`src/rtl/refresh_pkg.sv`:
```
package refresh_pkg;
  typedef enum logic [1:0] {
    ST_IDLE  = 2'd0,
    ST_SELF  = 2'd1,
    ST_RECOV = 2'd2
  } refState_t;

  // strobes from control to datapath
  typedef struct packed {
    logic cntRun;   // counter may advance on tick
    logic pendClr;  // waiting request consumed this cycle
  } dpCtl_t;
endpackage

```
`src/rtl/refresh_datapath.sv`:
```
module refresh_datapath
  import refresh_pkg::*;
#(
  parameter int CNT_W = 8,
  parameter int RAS_W = 2
) (
  input  logic             clk,
  input  logic             rstPorN,
  input  logic             rstManN,
  input  logic             ctlWr,
  input  logic             ctlRefEn,
  input  logic             ctlSelfMode,
  input  logic [RAS_W-1:0] ctlRowActive,
  input  logic             constWr,
  input  logic [CNT_W-1:0] constData,
  input  logic             cntWr,
  input  logic [CNT_W-1:0] cntWrData,
  input  logic             overrunClr,
  input  logic             tick,
  input  dpCtl_t           ctl,
  output logic             refEn,
  output logic             selfMode,
  output logic [RAS_W-1:0] rowActive,
  output logic             pendReq,
  output logic             overrunFlag,
  output logic [CNT_W-1:0] cntVal
);
  logic [CNT_W-1:0] constReg;
  logic [CNT_W-1:0] cntNext;
  logic             match;

  assign cntNext = CNT_W'(cntVal + 1'b1);
  assign match   = !cntWr && tick && ctl.cntRun && (cntNext == constReg);

  always_ff @(posedge clk or negedge rstPorN) begin
    if (!rstPorN) begin
      refEn     <= 1'b0;
      selfMode  <= 1'b0;
      rowActive <= '0;
      constReg  <= '1;
    end else begin
      if (ctlWr) begin
        refEn     <= ctlRefEn;
        selfMode  <= ctlSelfMode;
        rowActive <= ctlRowActive;
      end
      if (constWr) constReg <= constData;
    end
  end

  always_ff @(posedge clk or negedge rstPorN) begin
    if (!rstPorN) begin
      cntVal <= '0;
    end else if (cntWr) begin
      cntVal <= cntWrData;
    end else if (tick && ctl.cntRun) begin
      cntVal <= match ? '0 : cntNext;
    end
  end

  always_ff @(posedge clk or negedge rstPorN) begin
    if (!rstPorN) begin
      pendReq <= 1'b0;
    end else if (!rstManN) begin
      pendReq <= 1'b0;
    end else if (match) begin
      pendReq <= 1'b1;
    end else if (ctl.pendClr) begin
      pendReq <= 1'b0;
    end
  end

  always_ff @(posedge clk or negedge rstPorN) begin
    if (!rstPorN) begin
      overrunFlag <= 1'b0;
    end else if (match && pendReq && !ctl.pendClr && rstManN) begin
      overrunFlag <= 1'b1;
    end else if (overrunClr) begin
      overrunFlag <= 1'b0;
    end
  end

  // the overrun flag can only be set by a counter match, which needs a tick
  a_r5_overrun_on_tick: assert property (@(posedge clk) disable iff (!rstPorN)
    $rose(overrunFlag) |-> $past(tick));

  // counter holds while the control forbids counting and no write occurs
  a_r8_counter_frozen: assert property (@(posedge clk) disable iff (!rstPorN)
    (!ctl.cntRun && !cntWr) |=> $stable(cntVal));
endmodule

```
`src/rtl/refresh_control.sv`:
```
module refresh_control
  import refresh_pkg::*;
#(
  parameter int RAS_W = 2
) (
  input  logic             clk,
  input  logic             rstPorN,
  input  logic             refEn,
  input  logic             selfMode,
  input  logic [RAS_W-1:0] rowActive,
  input  logic             pendReq,
  input  logic             busBusy,
  input  logic             busLent,
  input  logic             extBusReq,
  output dpCtl_t           ctl,
  output logic             refreshCmd,
  output logic             clockEn,
  output logic             cmdInhibit,
  output logic             busGrant
);
  refState_t        state;
  logic [RAS_W-1:0] recCnt;
  logic             busFree;
  logic             goSelf;
  logic             goRefresh;

  assign busFree   = !busBusy && !busLent;
  assign goSelf    = (state == ST_IDLE) && busFree && refEn && selfMode;
  assign goRefresh = (state == ST_IDLE) && busFree && refEn && pendReq && !selfMode;

  assign ctl.cntRun  = refEn && (state != ST_SELF);
  assign ctl.pendClr = goSelf || goRefresh;

  assign cmdInhibit = (state != ST_IDLE);
  assign busGrant   = extBusReq && (state != ST_SELF);

  always_ff @(posedge clk or negedge rstPorN) begin
    if (!rstPorN) begin
      state      <= ST_IDLE;
      refreshCmd <= 1'b0;
      clockEn    <= 1'b1;
      recCnt     <= '0;
    end else begin
      refreshCmd <= 1'b0;
      case (state)
        ST_IDLE: begin
          if (goSelf) begin
            state      <= ST_SELF;
            refreshCmd <= 1'b1;
            clockEn    <= 1'b0;
          end else if (goRefresh) begin
            refreshCmd <= 1'b1;
          end
        end
        ST_SELF: begin
          if (!selfMode) begin
            state   <= ST_RECOV;
            clockEn <= 1'b1;
            recCnt  <= rowActive;
          end
        end
        ST_RECOV: begin
          if (recCnt == '0) state <= ST_IDLE;
          else              recCnt <= recCnt - 1'b1;
        end
        default: state <= ST_IDLE;
      endcase
    end
  end

  // the refresh strobe lasts one cycle
  a_r2_single_pulse: assert property (@(posedge clk) disable iff (!rstPorN)
    refreshCmd |=> !refreshCmd);

  // no strobe decided while a bus cycle was running
  a_r3_not_while_busy: assert property (@(posedge clk) disable iff (!rstPorN)
    $rose(refreshCmd) |-> !$past(busBusy));

  // no strobe decided while the bus was lent out
  a_r4_not_while_lent: assert property (@(posedge clk) disable iff (!rstPorN)
    $rose(refreshCmd) |-> !$past(busLent));

  // clock enable only falls together with a refresh strobe
  a_r6_entry_with_cmd: assert property (@(posedge clk) disable iff (!rstPorN)
    $fell(clockEn) |-> refreshCmd);

  // clock enable rises into the recovery window
  a_r7_exit_inhibited: assert property (@(posedge clk) disable iff (!rstPorN)
    $rose(clockEn) |-> cmdInhibit);

  // no grant while the memory clock is stopped
  a_r9_no_grant_in_self: assert property (@(posedge clk) disable iff (!rstPorN)
    !clockEn |-> !busGrant);
endmodule

```
`src/rtl/sdram_refresh_ctrl.sv`:
```
module sdram_refresh_ctrl
  import refresh_pkg::*;
#(
  parameter int CNT_W = 8,
  parameter int RAS_W = 2
) (
  input  logic             clk,
  input  logic             rstPorN,
  input  logic             rstManN,
  input  logic             ctlWr,
  input  logic             ctlRefEn,
  input  logic             ctlSelfMode,
  input  logic [RAS_W-1:0] ctlRowActive,
  input  logic             constWr,
  input  logic [CNT_W-1:0] constData,
  input  logic             cntWr,
  input  logic [CNT_W-1:0] cntWrData,
  input  logic             overrunClr,
  input  logic             tick,
  input  logic             busBusy,
  input  logic             busLent,
  input  logic             extBusReq,
  output logic             refreshCmd,
  output logic             clockEn,
  output logic             cmdInhibit,
  output logic             busGrant,
  output logic             overrunFlag,
  output logic [CNT_W-1:0] cntVal
);
  dpCtl_t           ctl;
  logic             refEn;
  logic             selfMode;
  logic [RAS_W-1:0] rowActive;
  logic             pendReq;

  refresh_datapath #(.CNT_W(CNT_W), .RAS_W(RAS_W)) dp_i (
    .clk(clk), .rstPorN(rstPorN), .rstManN(rstManN),
    .ctlWr(ctlWr), .ctlRefEn(ctlRefEn), .ctlSelfMode(ctlSelfMode),
    .ctlRowActive(ctlRowActive), .constWr(constWr), .constData(constData),
    .cntWr(cntWr), .cntWrData(cntWrData), .overrunClr(overrunClr),
    .tick(tick), .ctl(ctl), .refEn(refEn), .selfMode(selfMode),
    .rowActive(rowActive), .pendReq(pendReq), .overrunFlag(overrunFlag),
    .cntVal(cntVal)
  );

  refresh_control #(.RAS_W(RAS_W)) ctrl_i (
    .clk(clk), .rstPorN(rstPorN), .refEn(refEn), .selfMode(selfMode),
    .rowActive(rowActive), .pendReq(pendReq), .busBusy(busBusy),
    .busLent(busLent), .extBusReq(extBusReq), .ctl(ctl),
    .refreshCmd(refreshCmd), .clockEn(clockEn), .cmdInhibit(cmdInhibit),
    .busGrant(busGrant)
  );
endmodule

```
`config.mk`:
```
export PLATFORM = sky130hd
export DESIGN_NAME = sdram_refresh_ctrl
export DESIGN_NICKNAME = d
export VERILOG_FILES = /design/src/rtl/refresh_pkg.sv /design/src/rtl/refresh_datapath.sv /design/src/rtl/refresh_control.sv /design/src/rtl/sdram_refresh_ctrl.sv
export SDC_FILE = /design/constraint.sdc
export NUM_CORES = 1
export LEC_CHECK = 0
export ABC_AREA = 0
export CORE_ASPECT_RATIO = 1.25
export CORE_MARGIN = 5
export CORE_UTILIZATION = 35
export DETAILED_ROUTE_END_ITERATION = 12
export GPL_TIMING_DRIVEN = 0
export PLACE_DENSITY = 0.58
export SLEW_MARGIN = 10
export SYNTH_ARGS = -nofsm -noshare
export SYNTH_HDL_FRONTEND = slang
export SYNTH_SLANG_ARGS = --single-unit
```
`constraint.sdc`:
```
create_clock -name clk -period 4.8 [get_ports clk]
set_input_delay 0.72 -clock clk [delete_from_list [all_inputs] [get_ports clk]]
set_output_delay 0.72 -clock clk [all_outputs]
set_load 0.01 [all_outputs]
```
* After elaboration in Yosys (flattened, before gate mapping) *
Cells that the tools add are included.

word-level totals
  register bits = 28
  bits of input ports = 31
  output and inout port bits = 13
  word-level logic and storage cells = 74

cells by class
  add/sub/neg operators = 2
  equal/unequal tests = 9
  multiplexer cells = 21
  reduce and logical (&&, ||, !) cells = 31

operators by type and width
  cell                   count
  $mux W8                3
  $logic_and A1 B1 Y1    15
  $mux W1                10
  $mux W2                5
  $reduce_bool A2 Y1     5
  $reduce_and A3 Y1      3
  $add A8 B1 Y8 const B  1
  $eq A8 B8 Y1           1
  $ne A2 B1 Y1 const B   3
  $pmux W2 S3            1
  $logic_not A1 Y1       5
  $logic_not A2 Y1       2
  $ne A2 B2 Y1 const B   2
  $pmux W2 S2            1
  $ne A3 B1 Y1 const B   1
  $eq A2 B1 Y1 const B   1
  $eq A2 B2 Y1 const B   1
  $pmux W1 S2            1
  $sub A2 B1 Y2 const B  1
  $logic_or A1 B1 Y1     1

* Logic depth before layout (Yosys ltp) *
Gate-level depths: netlist (run 1).

  word-level depth = 11
  gate-level depth with buffers = 7
  depth with buffers taken out = 7

* By module *
A second synthesis (run 1) with hierarchy kept.

unflattened totals
  cells, all modules = 167
  area, all modules = 1667.8 sq um

modules (own cells, without submodules)
  module            times used  cells an instance  area an instance (sq um)  seq. area each (sq um)
  refresh_datapath  1           131                1327.5                    560.5
  refresh_control   1           36                 340.3                     151.4

* Worst setup path before layout (run 1) *
Ideal clock, no wire load.

  kind = register to register
  start point = reg dp_i.cntVal[0]
  end point = reg dp_i.cntVal[0]
  library setup time = 0.073 ns
  arrival = 2.010 ns
  data required time = 4.727 ns
  path slack = 2.717 ns
  cell stages (with the launch flop) = 8
  path buffers = 0
  period minus slack after synthesis = 2.083 ns
  cell sequence = dfrtp_1 > ha_1 > and3_2 > a21oi_1 > o221a_4 > o221a_4 > or3_1 > a21oi_2

between the ends
  word-level cells in the longest chain between the ends = 6

ends and longest elaborated chain
  what                      line                    RTL
  start: declaration        refresh_datapath.sv:26  output logic [CNT_W-1:0] cntVal
  start signal: assignment  refresh_datapath.sv:55  cntVal <= cntWrData;
  start signal: assignment  refresh_datapath.sv:57  cntVal <= match ? '0 : cntNext;
  $add A8 B1 Y8 *           refresh_datapath.sv:32  assign cntNext = CNT_W'(cntVal + 1'b1);
  $eq A8 B8 Y1              refresh_datapath.sv:33  assign match = !cntWr && tick && ctl.cntRun && (cntNext == constReg);
  $logic_and A1 B1 Y1       refresh_datapath.sv:33
  $mux W8 *                 refresh_datapath.sv:57
  $mux W8 *                 refresh_datapath.sv:56  end else if (tick && ctl.cntRun) begin
  $mux W8 *                 refresh_datapath.sv:54  end else if (cntWr) begin

Mark *: on every way between the ends. The rest lies on a longest branch, timed or not. The select of a mux whose other input is x is not followed.
A chain may end at the register's enable or synchronous reset.

* Final worst setup path (run 1) *
  start point = in extBusReq
  end point = out busGrant

between the ends
  word-level cells in the longest chain between the ends = 1

ends and longest elaborated chain
  what                 line                      RTL
  start: declaration   sdram_refresh_ctrl.sv:22  input logic extBusReq,
  $logic_and A1 B1 Y1  refresh_control.sv:35     assign busGrant = extBusReq && (state != ST_SELF);
  end: declaration     sdram_refresh_ctrl.sv:26  output logic busGrant,

No other way between the ends.

==> flow_summary.toml, run 1 <==
[logic_synthesis]
syn_area_per_cell_um2 = 10.5
synthFlopType = "dfrtp_1"
synthesis.area_um2 = 1620
synth_cells = 154
synth_nets = 187
ys.warnings.count = 0
ys_ff_latch = 28
synth_edf_count = 0
ys_types = 45
async_flop_share_pct = 100
ys_seq_area_share_pct = 44.0

[power]
internal-power_mw = 0.491
power_frac_seq_pct = 44.4
comb_power_share_pct = 28.5
total_power_mw = 0.682
p_clk_share_pct = 27.1
p_switching_mw = 0.191
p_sw_share_pct = 28.0
ir_worst_vdd_mv = 0.135
powerDensity_nw_per_um2 = 315
cellLeakagePower_nw = 0.871

[timing]
finalSetupViolations = 0
hold_violations = 0
drv_slew = 0
min_period_over_period_pct = 52.7
fin_ws_ns = 2.27
timing.final.crit_period_ns = 2.53
grt_setup_unrepaired = "no"
tightest_slew_ns = 0.627
final.setup.tns_ns = 0
skew_ns = 0.00178
relSlewSlack_pct = 58.2
max_freq_mhz = 395

[detailed_routing]
drt_iter0_drc = 49
ant_nets = 0
post_drt_wl_per_cell_um = 14.2
totalWireLength_mm = 3.64
firstDrtPassIters = 6
route.detailed.drc = 0
vias = 1281
viasPerCell = 4.98

[clocking]
cts_hold_buf = 0
cts_root_buf = "clkbuf_8"
cts_max_level = 1
cts.sinks = 28
clk_transition_reported_paths_ns = 0.09
cts_resized = 0
post_cts_buffers = 0
cts_buffers = 3
cts_tree = "built"
cts_buffer_depth = 2
clk_latency_ns = 0.27

[hold_path]
hold_class = "input port to asynchronous set/reset pin"

[worst_setup_path]
cp-start-kind = "input port"
path_class = "input port to primary output"
crit_buf_inv = 2
crit_start = "extBusReq"
cp_top_family = "buffers and inverters"
arrival_ns = 1.81
rrSetupSlack_ns = 2.50
cp_slowest_stage_delay_ns = 0.54
cp_common_cell = "clkdlybuf4s50_1"
timing.rr.end = "dp_i.cntVal[0]"
rr_startpoint = "dp_i.cntVal[0]"
cpMaxStageDelayCell = "clkdlybuf4s50_1"
cp.depth = 3
end_kind = "primary output"
critical_path.cell_chain = "clkdlybuf4s50_1 > and2_1 > clkdlybuf4s50_1"
r2r_cells = 7
worstPathRequired_ns = 4.08
critPathMaxFanout = 1

[run_status]
status = "finished clean"

[global_route]
grt_max_degree = 29
grt_usage_pct = 12.5
grt_pass1_vias = 1393
grt_overflow = 0
antenna_found_initial = 0
grt_pass1_wl_mm = 6.24

[floorplan]
die-area_um2 = 6090
row_count = 27
coreArea_um2 = 4460
dieHeight_um = 86.0
die_x_um = 70.8
start_util_pct = 36.3
ios = 44

[placement]
gp_congestion = 0.747
post-place-ws_ns = 2.19
io_buffers = 41
place_hpwl_mm = 2.89
postPlaceCellArea_um2 = 2090

[layout]
final_nets = 233
syn_to_final_growth_pct = 34.0
antenna_cells = 0
fin_area_um2 = 2170
drive_gt1_share_pct = 19.6

[flow_run]
cap_violations = 0
## area by class of cell
cell class	instances	area [um^2]
Inverter	5	18.8
Tap cell	58	72.6
Sequential cell	28	712
Timing Repair Buffer	41	405
Buffer	6	61.3
Multi-Input combinational cell	115	825
Clock buffer	3	41.3
Fill cell	453	2290
Clock inverter	1	30.0
## cells in the final DEF (no fill, tap or decap), drive strengths merged, types with 3 or more instances in the layout
master,count
a21oi,6
buf,4
clkbuf,5
clkdlybuf4s50,40
dfrtp,19
dfstp,9
inv,5
mux2,12
mux2i,3
nand2,15
nand3,9
nor2,12
nor3,3
nor3b,3
o21ai,7
xnor2,6
xor2,6
## metal layers
metal | vias up | GRT usage (%) | wire length, um | part of all wire, %
li1 | 632 | - | - | -
met1 | 614 | 14.6 | 1570 | 43
met2 | 33 | 23.0 | 1830 | 50
met3 | 2 | 2.93 | 218 | 6.0
met4 | 0 | 3.08 | 20 | 0.55
met5 | - | 0 | 0 | 0
## flip-flops by register name, summed over array words and instances (netlist names)
name / count
dp_i.rowActive: 2
ctrl_i.refreshCmd: 1
dp_i.constReg: 8
ctrl_i.clockEn: 1
dp_i.refEn: 1
ctrl_i.recCnt: 2
ctrl_i.state: 2
dp_i.cntVal: 8
dp_i.selfMode: 1
dp_i.overrunFlag: 1
dp_i.pendReq: 1
## worst max path at each step
stage,end,slack (ns)
2_1_floorplan,dp_i.cntVal[0],2.72
6_report,busGrant,2.27
4_1_cts,busGrant,2.26
5_1_grt,busGrant,2.22
3_3_place_gp,dp_i.cntVal[1],2.20
3_5_place_dp,dp_i.cntVal[1],2.19
## Yosys cell counts (3+ instances only)
cell | number | share of area (%)
a21oi_1 | 5 | 1.5
buf_6 | 3 | 2.1
dfrtp_1 | 19 | 29
dfstp_2 | 9 | 15
inv_1 | 5 | 1.2
mux2_2 | 12 | 8.4
mux2i_1 | 3 | 1.9
nand2_1 | 15 | 3.5
nand3_1 | 8 | 2.5
nor2_1 | 12 | 2.8
nor3_1 | 3 | 0.93
nor3b_1 | 3 | 1.4
o21ai_0 | 7 | 2.2
xnor2_1 | 6 | 3.3
xor2_1 | 6 | 3.3
## power by group through the flow
stage | sequential, mW | clock (mW) | combinational [mW]
after floorplan | 0.304 | 0 | 0.117
after global placement | 0.306 | 0 | 0.192
after detailed placement | 0.308 | 0 | 0.197
after CTS | 0.303 | 0.193 | 0.198
after global routing | 0.308 | 0.200 | 0.216
final | 0.303 | 0.185 | 0.194
## worst reg2reg max path: cells and delay by family (launching register included)
kind | cells | cell delay [ns]
flops | 1 | 0.52
compound gates | 4 | 0.83
fa+ha+maj | 1 | 0.29
simple gates | 2 | 0.61
## kinds of logic after synthesis
group / after synthesis / share of synthesized area, %
adder cells (fa/ha/maj): 2 / 1.55
XOR/XNOR: 12 / 6.50
flip-flops: 28 / 44.0
AO/OA/AOI/OAI: 26 / 13.2
multiplexers: 15 / 10.2
AND/OR/NAND/NOR: 60 / 19.5
buffers and inverters: 11 / 4.95
## through the flow
step	hold WS [ns]	cells	util [%]
2_1_floorplan	0.424	154	-
3_3_place_gp	0.479	253	47.1
3_5_place_dp	0.488	253	47.0
4_1_cts	0.479	257	48.6
5_1_grt	0.503	257	48.6
6_report	0.456	257	48.6
Power figures use the tool's default switching activity.
==> run 2: changes to the inputs <==
PLACE_DENSITY = 0.61   (was 0.58)
clock period = 2.32 ns   (was 4.8 ns; I/O delays follow)
==> flow_summary.toml, run 2 (synthesis results as in run 1) <==
[run_status]
status = "finished clean"

[layout]
multiInputGateArea_um2 = 831
final_nets = 233
syn_to_final_growth_pct = 34.4
finalNonFillerCells = 257
fin_area_um2 = 2170
drive_gt1_share_pct = 20.6
reg_top3 = "dp_i.cntVal x8, dp_i.constReg x8"
final_common_cell = "clkdlybuf4s50_1"
seqCellArea_um2 = 713
fillerInstances = 437
antenna_cells = 0
layout_common_cells = "clkdlybuf4s50_1 (40), dfrtp_1 (18), nand2_1 (15)"

[clocking]
cts_buffer_depth = 2
cts_buffers = 3
cts_hold_buf = 0
clk_latency_ns = 0.28
cts_tree = "built"
cts_max_level = 1
cts_root_buf = "clkbuf_8"
clk_transition_reported_paths_ns = 0.09
cts.sinks = 28

[detailed_routing]
firstDrtPassIters = 4
drt_iter0_drc = 64
viasPerCell = 5.00
vias = 1284
route.detailed.drc = 0
totalWireLength_mm = 3.59
post_drt_wl_per_cell_um = 14.0
ant_nets = 0

[timing]
tightest_slew_ns = 0.632
skew_ns = 0.00206
grt_setup_unrepaired = "no"
finalSetupViolations = 0
drv_slew = 0
hold_violations = 0
max_freq_mhz = 451
min_period_over_period_pct = 95.5
relSlewSlack_pct = 57.8
timing.final.crit_period_ns = 2.22

[floorplan]
coreArea_um2 = 4460
start_util_pct = 36.3
die-area_um2 = 6090
dieHeight_um = 86.0
row_count = 27
die_x_um = 70.8
ios = 44

[worst_setup_path]
cp_top_family = "compound AO/OA/AOI/OAI gates"
cpMaxStageDelayCell = "dfrtp_2"
rr_startpoint = "dp_i.cntVal[0]"
critical_path.cell_chain = "ha_1 > and3_2 > a21oi_1 > o221a_4 > o221a_4 > or3_1 > a21oi_2"
r2r_cells = 7
timing.rr.end = "dp_i.cntVal[0]"
cp.depth = 7
critPathMaxFanout = 7
cp-start-kind = "flip-flop"
cp_common_cell = "o221a_4"
worstPathRequired_ns = 2.53
cp_slowest_stage_delay_ns = 0.46
end_kind = "flip-flop"
crit_end = "dp_i.cntVal[0]"
crit_start = "dp_i.cntVal[0]"
rrSetupSlack_ns = 0.10
arrival_ns = 2.42
path_class = "flip-flop to flip-flop"
crit_buf_inv = 0

[hold_path]
hold_class = "input port to asynchronous set/reset pin"

[power]
p_sw_share_pct = 28.4
cellLeakagePower_nw = 0.870
ir_worst_vdd_mv = 0.301
total_power_mw = 1.42
comb_power_share_pct = 28.7
power_frac_seq_pct = 44.2
powerDensity_nw_per_um2 = 654
p_clk_share_pct = 27.1
p_switching_mw = 0.403
internal-power_mw = 1.02

[global_route]
grt_max_degree = 29
grt_usage_pct = 12.6
grt_pass1_vias = 1393
antenna_found_initial = 0
grt_pass1_wl_mm = 6.30
grt_overflow = 0

[placement]
place_hpwl_mm = 2.78
gp_congestion = 0.798
postPlaceCellArea_um2 = 2100
io_buffers = 41
placed_cells = 253

[flow_run]
cap_violations = 0
-- run 2: changes by cell type in the layout (fill, tap and decap cells not counted) --
cell      before  now
dfrtp_1       19   18
dfrtp_2        0    1
o221ai_1       1    0
o221ai_2       0    1
-- run 2: area by class of cell --
cell class | instances | share of cell area (%)
buffer | 6 | 2.82
clock buffer | 3 | 1.90
clock inverter | 1 | 1.38
inverter | 5 | 0.864
multi-input combinational | 115 | 38.2
sequential | 28 | 32.8
tap | 58 | 3.34
timing repair buffer | 41 | 18.7
-- run 2: how the worst min path moves through the flow --
stage                  endpoint  slack [ns]  depth (start not counted)           start
5_1_grt          dp_i.cntVal[4]        0.12                          1         rstPorN
4_1_cts          dp_i.cntVal[6]        0.39                          3           cntWr
2_1_floorplan  ctrl_i.recCnt[0]        0.05                          0         rstPorN
6_report         dp_i.cntVal[6]        0.08                          1         rstPorN
3_5_place_dp     ctrl_i.clockEn        0.49                          2  ctrl_i.clockEn
3_3_place_gp     ctrl_i.clockEn        0.48                          2  ctrl_i.clockEn
-- run 2: per-layer routing --
metal | routed length, um | global-route usage [%] | share of wire, % | vias to the layer above
met1 | 1550 | 15.2 | 43 | 604
met4 | 51 | 4.10 | 1.4 | 0
met3 | 235 | 3.05 | 6.5 | 5
li1 | - | - | - | 637
met5 | 0 | 0 | 0 | -
met2 | 1760 | 22.0 | 49 | 38
-- run 2: timing repair --
action                     CTS  global route
setup endpoints to repair    1             1
buffers inserted             0             0
resized for setup            1             1
-- run 2: metrics by stage --
stage               setup WS [ns]  TNS (ns)  hold slack, ns  utilization (%)
floorplan                   0.237         0          0.0524                -
global placement           0.0292         0           0.479             47.1
detailed placement        -0.0153   -0.0153           0.490             47.1
CTS                        0.0133         0           0.392             48.8
global route              0.00484         0           0.124             48.7
finish                      0.105         0          0.0779             48.7
-- run 2: power groups by stage --
stage	registers, mW	clock network, mW	logic [mW]
floorplan	0.628	0	0.242
global placement	0.634	0	0.396
detailed placement	0.637	0	0.408
CTS	0.628	0.396	0.413
global route	0.639	0.416	0.454
finish	0.628	0.385	0.408
